<file path="src/rtl/alu_zpath_pkg.sv">
package alu_zpath_pkg;

  localparam int unsigned FN_W   = 3;
  localparam int unsigned ZSEL_W = 3;

  typedef enum logic [FN_W-1:0] {
    OP_ZERO = 3'd0,
    OP_BSUB = 3'd1,
    OP_ASUB = 3'd2,
    OP_ADD  = 3'd3,
    OP_XOR  = 3'd4,
    OP_OR   = 3'd5,
    OP_AND  = 3'd6,
    OP_ONES = 3'd7
  } alu_op_e;

  localparam logic [ZSEL_W-1:0] PATH_WORD = 3'b001;
  localparam logic [ZSEL_W-1:0] PATH_BYTE = 3'b010;
  localparam logic [ZSEL_W-1:0] PATH_SHR  = 3'b100;

  function automatic logic op_is_arith(input logic [FN_W-1:0] f);
    return (f == OP_BSUB) || (f == OP_ASUB) || (f == OP_ADD);
  endfunction

  function automatic logic op_is_sub(input logic [FN_W-1:0] f);
    return (f == OP_BSUB) || (f == OP_ASUB);
  endfunction

endpackage

</file>
<file path="src/rtl/alu_slice.sv">
module alu_slice
  import alu_zpath_pkg::*;
#(
  parameter int unsigned SW  = 4,
  parameter bit          TOP = 1'b0
) (
  input  logic [SW-1:0]   a,
  input  logic [SW-1:0]   b,
  input  logic [FN_W-1:0] fn,
  input  logic            cin,
  output logic [SW-1:0]   f,
  output logic            grp_p,
  output logic            grp_g,
  output logic            ovf
);

  logic [SW-1:0] xop, yop, pb, gb, sum, lres;
  logic [SW:0]   ch;
  logic [SW:0]   gch;

  // operand conditioning: subtraction inverts the subtrahend
  always_comb begin
    case (fn)
      OP_BSUB: begin xop = b; yop = ~a; end
      OP_ASUB: begin xop = a; yop = ~b; end
      default: begin xop = a; yop = b;  end
    endcase
  end

  assign pb = xop ^ yop;
  assign gb = xop & yop;

  // carry chain inside the slice, fed by the lookahead carry
  always_comb begin
    ch[0]  = cin;
    gch[0] = 1'b0;
    for (int i = 0; i < SW; i++) begin
      ch[i+1]  = gb[i] | (pb[i] & ch[i]);
      gch[i+1] = gb[i] | (pb[i] & gch[i]);
    end
  end

  assign sum   = pb ^ ch[SW-1:0];
  assign grp_p = &pb;
  assign grp_g = gch[SW];

  always_comb begin
    case (fn)
      OP_ZERO: lres = '0;
      OP_XOR:  lres = a ^ b;
      OP_OR:   lres = a | b;
      OP_AND:  lres = a & b;
      OP_ONES: lres = '1;
      default: lres = '0;
    endcase
  end

  assign f = op_is_arith(fn) ? sum : lres;

  generate
    if (TOP) begin : g_ovf
      assign ovf = op_is_arith(fn) & (ch[SW] ^ ch[SW-1]);
    end else begin : g_noovf
      assign ovf = 1'b0;
    end
  endgenerate

endmodule

</file>
<file path="src/rtl/alu_lookahead.sv">
module alu_lookahead #(
  parameter int unsigned N = 4
) (
  input  logic [N-1:0] p,
  input  logic [N-1:0] g,
  input  logic         cin,
  output logic [N:0]   c
);

  // each carry is a flat sum of products, no ripple between slices
  always_comb begin
    c[0] = cin;
    for (int i = 1; i <= N; i++) begin
      logic acc;
      logic term;
      acc = 1'b0;
      for (int j = 0; j < i; j++) begin
        term = g[j];
        for (int k = j + 1; k < i; k++) term = term & p[k];
        acc = acc | term;
      end
      term = cin;
      for (int k = 0; k < i; k++) term = term & p[k];
      c[i] = acc | term;
    end
  end

endmodule

</file>
<file path="src/rtl/alu_zdrive.sv">
module alu_zdrive
  import alu_zpath_pkg::*;
#(
  parameter int unsigned W  = 16,
  parameter int unsigned BW = 8
) (
  input  logic [W-1:0]      res,
  input  logic              cout,
  input  logic              ovf_in,
  input  logic              arith,
  input  logic [ZSEL_W-1:0] sel,
  output logic [W-1:0]      zval,
  output logic              c_o,
  output logic              v_o,
  output logic              z_o,
  output logic              n_o
);

  localparam int unsigned NPATH = 3;

  logic [W-1:0] pval [NPATH];
  logic [W-1:0] part [NPATH];
  logic         legal;

  assign pval[0] = res;
  assign pval[1] = {{(W-BW){res[BW-1]}}, res[BW-1:0]};
  assign pval[2] = {1'b0, res[W-1:1]};

  assign legal = (sel == PATH_WORD) || (sel == PATH_BYTE) || (sel == PATH_SHR);

  // one-hot AND-OR bus: at most one driver contributes
  generate
    for (genvar i = 0; i < NPATH; i++) begin : g_path
      assign part[i] = (legal && sel[i]) ? pval[i] : '0;
    end
  endgenerate

  assign zval = part[0] | part[1] | part[2];

  always_comb begin
    c_o = 1'b0;
    v_o = 1'b0;
    z_o = 1'b1;
    n_o = 1'b0;
    case (sel)
      PATH_WORD: begin
        c_o = arith & cout;
        v_o = ovf_in;
        z_o = (res == '0);
        n_o = res[W-1];
      end
      PATH_BYTE: begin
        c_o = arith & cout;
        v_o = ovf_in;
        z_o = (res[BW-1:0] == '0);
        n_o = res[BW-1];
      end
      PATH_SHR: begin
        c_o = res[0];
        z_o = (res[W-1:1] == '0);
      end
      default: ;
    endcase
  end

endmodule

</file>
<file path="src/rtl/alu_zpath.sv">
module alu_zpath
  import alu_zpath_pkg::*;
#(
  parameter int unsigned WIDTH   = 16,
  parameter int unsigned SLICE_W = 4,
  parameter int unsigned BYTE_W  = 8
) (
  input  logic              clk,
  input  logic              rst,
  input  logic [WIDTH-1:0]  opa,
  input  logic [WIDTH-1:0]  opb,
  input  logic [FN_W-1:0]   fn,
  input  logic [ZSEL_W-1:0] zsel,
  output logic [WIDTH-1:0]  zbus,
  output logic              flag_c,
  output logic              flag_v,
  output logic              flag_z,
  output logic              flag_n
);

  localparam int unsigned NSLICE = WIDTH / SLICE_W;

  logic [NSLICE-1:0] sp, sg, sovf;
  logic [NSLICE:0]   carry;
  logic [WIDTH-1:0]  res;
  logic [WIDTH-1:0]  zval;
  logic              c_d, v_d, z_d, n_d;

  // sliced core
  generate
    for (genvar s = 0; s < NSLICE; s++) begin : g_slice
      alu_slice #(
        .SW (SLICE_W),
        .TOP(s == NSLICE - 1)
      ) i_slice (
        .a    (opa[s*SLICE_W +: SLICE_W]),
        .b    (opb[s*SLICE_W +: SLICE_W]),
        .fn   (fn),
        .cin  (carry[s]),
        .f    (res[s*SLICE_W +: SLICE_W]),
        .grp_p(sp[s]),
        .grp_g(sg[s]),
        .ovf  (sovf[s])
      );
    end
  endgenerate

  alu_lookahead #(.N(NSLICE)) i_cla (
    .p  (sp),
    .g  (sg),
    .cin(op_is_sub(fn)),
    .c  (carry)
  );

  alu_zdrive #(.W(WIDTH), .BW(BYTE_W)) i_zdrv (
    .res   (res),
    .cout  (carry[NSLICE]),
    .ovf_in(|sovf),
    .arith (op_is_arith(fn)),
    .sel   (zsel),
    .zval  (zval),
    .c_o   (c_d),
    .v_o   (v_d),
    .z_o   (z_d),
    .n_o   (n_d)
  );

  // registered bus and flags
  always_ff @(posedge clk) begin
    if (rst) begin
      zbus   <= '0;
      flag_c <= 1'b0;
      flag_v <= 1'b0;
      flag_z <= 1'b0;
      flag_n <= 1'b0;
    end else begin
      zbus   <= zval;
      flag_c <= c_d;
      flag_v <= v_d;
      flag_z <= z_d;
      flag_n <= n_d;
    end
  end


  sext_fill_chk: assert property (@(posedge clk) disable iff (rst)
    ($past(!rst) && $past(zsel) == PATH_BYTE) |->
      (zbus[WIDTH-1:BYTE_W] == {(WIDTH-BYTE_W){zbus[BYTE_W-1]}} && flag_n == zbus[BYTE_W-1]));


  shr_msb_chk: assert property (@(posedge clk) disable iff (rst)
    ($past(!rst) && $past(zsel) == PATH_SHR) |->
      (!zbus[WIDTH-1] && !flag_n && !flag_v));


  illegal_sel_chk: assert property (@(posedge clk) disable iff (rst)
    ($past(!rst) && !$onehot($past(zsel))) |->
      (zbus == '0 && flag_z && !flag_c && !flag_v && !flag_n));


  logic_noflag_chk: assert property (@(posedge clk) disable iff (rst)
    ($past(!rst) && !op_is_arith($past(fn)) && $past(zsel) != PATH_SHR) |->
      (!flag_c && !flag_v));


  word_sign_chk: assert property (@(posedge clk) disable iff (rst)
    ($past(!rst) && $past(zsel) == PATH_WORD) |->
      (flag_n == zbus[WIDTH-1] && flag_z == (zbus == '0)));

endmodule

</file>
<file path="config.mk">
export PLATFORM = sky130hd
export DESIGN_NAME = alu_zpath
export DESIGN_NICKNAME = d
export VERILOG_FILES = /design/src/rtl/alu_zpath_pkg.sv /design/src/rtl/alu_slice.sv /design/src/rtl/alu_lookahead.sv /design/src/rtl/alu_zdrive.sv /design/src/rtl/alu_zpath.sv
export SDC_FILE = /design/constraint.sdc
export NUM_CORES = 1
export LEC_CHECK = 0
export BUFFER_PORTS_ARGS = -buffer_cell sky130_fd_sc_hd__buf_2
export CELL_PAD_IN_SITES_DETAIL_PLACEMENT = 0
export CELL_PAD_IN_SITES_GLOBAL_PLACEMENT = 2
export CORE_MARGIN = 2
export CORE_UTILIZATION = 35
export DETAILED_ROUTE_END_ITERATION = 8
export PLACE_DENSITY = 0.93
export SLEW_MARGIN = 20
export SYNTH_ARGS = -nofsm -noshare
export SYNTH_HDL_FRONTEND = slang
export SYNTH_SLANG_ARGS = --single-unit
</file>
<file path="constraint.sdc">
create_clock -name clk -period 15.4 [get_ports clk]
set_clock_uncertainty 0.2 [all_clocks]
set_input_delay 3.08 -clock clk [delete_from_list [all_inputs] [get_ports clk]]
set_output_delay 3.08 -clock clk [all_outputs]
set_load 0.01 [all_outputs]
</file>
==> flow_summary.ini <==
[floorplanning]
placement_rows = 35
die_h_um = 101.2
die-width_um = 101.2
io_pins = 60
die_area_um2 = 10240
initial_standard_cell_utilization_of_the_core_pct = 35.96
core_area_um2 = 9196

[critical_path]
crit_chain = buf_2 -> buf_4 -> nand2b_1 -> nor2_2 -> buf_4 -> nand2_1 -> o21ai_0 -> ha_1 -> a21o_1 -> a21o_1 -> a21oi_1 -> o21ai_1 -> a221o_1 -> fa_1 -> fa_1 -> fa_1 -> nor2b_1 -> a22oi_1 -> o211ai_1 -> or4_1 -> nor4_2 -> a2bb2oi_2
worst-path-stages = 22
required_ns = 15.38
critical-path-max-stage-delay_ns = 0.55
crit_fanout = 62
critPathTopFamily = simple AND/OR/NAND/NOR gates
crit_buf_inv = 3
critical_path_data_arrival_time_ns = 9.18
critPathSlowestCell = sky130_fd_sc_hd__nand2b_1
cp-start-kind = input port
critPathCapture = flag_z
crit_path_end_kind = register
worstSetupPathType = in2reg
startpoint = fn[0]
critical_path.most_common_cell = sky130_fd_sc_hd__fa_1

[power_and_ir_drop]
share_comb_of_total_power_pct = 59.7
static-leakage-power_nw = 1.801
power_density_nw_per_um2 = 57.60
peakVddDrop_uv = 26.57
power.share.sequential_pct = 26.0
internal-power_uw = 124.2
power.switching_fraction_pct = 41.93
part_of_the_power_in_the_clock_network_pct = 14.3
power.net_switching_uw = 89.66

[logic_synthesis]
synth-main-ff-cell = sky130_fd_sc_hd__dfxtp_1
ys_seq_elements = 20
synth.lib_cells_used.distinct = 58
synthMostInstantiatedCell = sky130_fd_sc_hd__o21ai_0
async_flop_share_pct = 0
post_synth_inst_count = 449
synthXorXnorAreaFrac_pct = 1.059
synth_adder_area_share_pct = 26.03
synth.top_cells.by_area = sky130_fd_sc_hd__ha_1 (18%), sky130_fd_sc_hd__dfxtp_1 (12%), sky130_fd_sc_hd__o21ai_0 (8.3%)
area_fraction_in_compound_gates_after_synthesis_pct = 30.34
netlist.top_cell.by_area = sky130_fd_sc_hd__ha_1
synth_top_family_by_area = compound AO/OA/AOI/OAI gates
commonest_cells_in_the_synthesized_netlist = sky130_fd_sc_hd__o21ai_0 (55), sky130_fd_sc_hd__ha_1 (48), sky130_fd_sc_hd__inv_1 (45), sky130_fd_sc_hd__nand2_1 (40), sky130_fd_sc_hd__a21oi_1 (33)
number_of_enable_type_register_cells_in_the_synthesized_netlist = 0
netlist.area_leader.share_pct = 18.16
synth.yosys.seq_area_share_pct = 12.11
synth_simple_gate_area_share_pct = 16.84
muxShareOfSynthArea_pct = 4.616
yosysWarnings = 0
synth.net_count = 550
syn_area_per_cell_um2 = 7.365
mappedNetlistArea_um2 = 3307

[drt]
route.detailed.drc = 0
via_count = 3283
total_routed_length_um = 9332
avgViaCountPerCell = 5.453
detailedRoute.firstIterationViolations = 177
avgRoutedWirePerCell_um = 15.50
firstDrtPassIters = 4
remaining_antenna_violation_count_after_routing = 0

[clock_tree]
path_clk_slew_ns = 0.06
cts.sink_count = 20
ctsHtreeMaxLevel = 1
cts_hold_repair.buffers = 0
post_cts_resize_count = 0
clk_path_buf_depth = 2
cts_buffers = 3
clock-root-buffer = sky130_fd_sc_hd__clkbuf_8
clock_tree_from_tritoncts = yes
cts.repair_timing.setup_buffer_count = 0

[global_route]
globalRouteTotalUtil_pct = 18.60
grt_overflow = 0
grt_max_degree = 63
first_global_vias = 3129
grt_pass1_wl_um = 15440
antenna_found_initial = 0

[finish]
stdcell_count = 602
flow.area_growth_from_synthesis_pct = 12.26
n_antenna_cell = 0
design.final.nets = 594
fraction_of_final_layout_cells_sized_beyond_drive_strength_1_pct = 15.68

[timing]
timing.setup.tns_ns = 0
period_needed_ns = 9.198
final_min_period_over_clock_period_pct = 59.72
report.final.setup_viol = 0
final-hold-violation-count = 0
slew_headroom_pct = 46.11
worst-slew-pin-transition_ns = 0.8029
rsz_0062_raised_after_global_routing = no
slew_viol_final = 0
fmax_mhz = 108.7
post-route-worst-setup-slack_ns = 6.202

[place]
globalplace.congestion = 0.8610
placed_cells_incl_taps = 599
dp_slack_ns = 5.898
detailed_place_hpwl_um = 7286
port_buffers = 59

[outcome]
run_status = complete, no violations

[worst_hold_path]
hold_class = in2reg

[flow_run]
cap_viol_max_count = 0
==> placed cells by master, fill, tap and decap left out, types with 9 or more instances in the layout <==
| cell | instances |
|---|---|
| sky130_fd_sc_hd__mux2i_1 | 13 |
| sky130_fd_sc_hd__dfxtp_1 | 20 |
| sky130_fd_sc_hd__fa_1 | 13 |
| sky130_fd_sc_hd__nand2_1 | 40 |
| sky130_fd_sc_hd__a22oi_1 | 19 |
| sky130_fd_sc_hd__o21ai_0 | 55 |
| sky130_fd_sc_hd__inv_1 | 45 |
| sky130_fd_sc_hd__a21o_1 | 9 |
| sky130_fd_sc_hd__ha_1 | 48 |
| sky130_fd_sc_hd__nor2b_1 | 10 |
| sky130_fd_sc_hd__a21oi_1 | 33 |
| sky130_fd_sc_hd__buf_2 | 59 |
| sky130_fd_sc_hd__o22ai_1 | 16 |
| sky130_fd_sc_hd__nor2_1 | 26 |
==> how the worst min path moves through the flow <==
stage	start	to	slack, ns	depth (start not counted)
after global routing	rst	zbus[2]	3.04	2
after CTS	rst	zbus[2]	3.01	2
after detailed placement	rst	zbus[2]	3.26	2
after global placement	rst	zbus[0]	3.27	2
final	rst	zbus[2]	3.01	2
after floorplan	rst	flag_v	3.06	3
==> cell families after synthesis <==
| group | after synthesis |
|---|---|
| fa+ha+maj | 61 |
| flops | 20 |
| xor+xnor | 4 |
| mux | 15 |
| simple gates | 113 |
| buf+inv | 73 |
| compound gates | 163 |
==> power by group through the flow <==
stage / Clock, mW / Sequential (mW) / Combinational, mW
2_1_floorplan: 0 / 0.0587 / 0.0880
3_3_place_gp: 0 / 0.0568 / 0.126
3_5_place_dp: 0 / 0.0568 / 0.128
4_1_cts: 0.0314 / 0.0556 / 0.128
5_1_grt: 0.0333 / 0.0558 / 0.145
6_report: 0.0306 / 0.0556 / 0.128
==> metal layers <==
layer | part of all wire (%) | global-route usage [%] | up-vias | routed length, um
li1 | - | - | 1680 | -
met1 | 49 | 26.61 | 1507 | 4576
met2 | 45 | 30.87 | 87 | 4217
met3 | 5.1 | 1.656 | 9 | 473
met4 | 0.70 | 3.326 | 0 | 65
met5 | 0 | 0 | - | 0
==> flip-flops by register name, indices dropped and copies added, names as in the netlist <==
register  cells
flag_v        1
flag_c        1
flag_z        1
flag_n        1
zbus         16
==> layout make-up <==
type / instances / area, um2
repair buffers: 66 / 347.8
clock buffers: 3 / 41.29
flip-flops and latches: 20 / 400.4
multi-input cells: 356 / 2611
fillers: 995 / 5484
well taps: 111 / 138.9
inverters: 46 / 172.7
==> stage by stage <==
stage	area, um2	total power [mW]	hold slack, ns	utilization (%)
2_1_floorplan	3307	0.1467	3.056	-
3_3_place_gp	3671	0.1828	3.270	39.92
3_5_place_dp	3671	0.1844	3.265	39.92
4_1_cts	3712	0.2152	3.006	40.37
5_1_grt	3712	0.2343	3.036	40.37
6_report	3712	0.2138	3.011	40.37
Note: power is estimated with default switching activity, not from simulation.
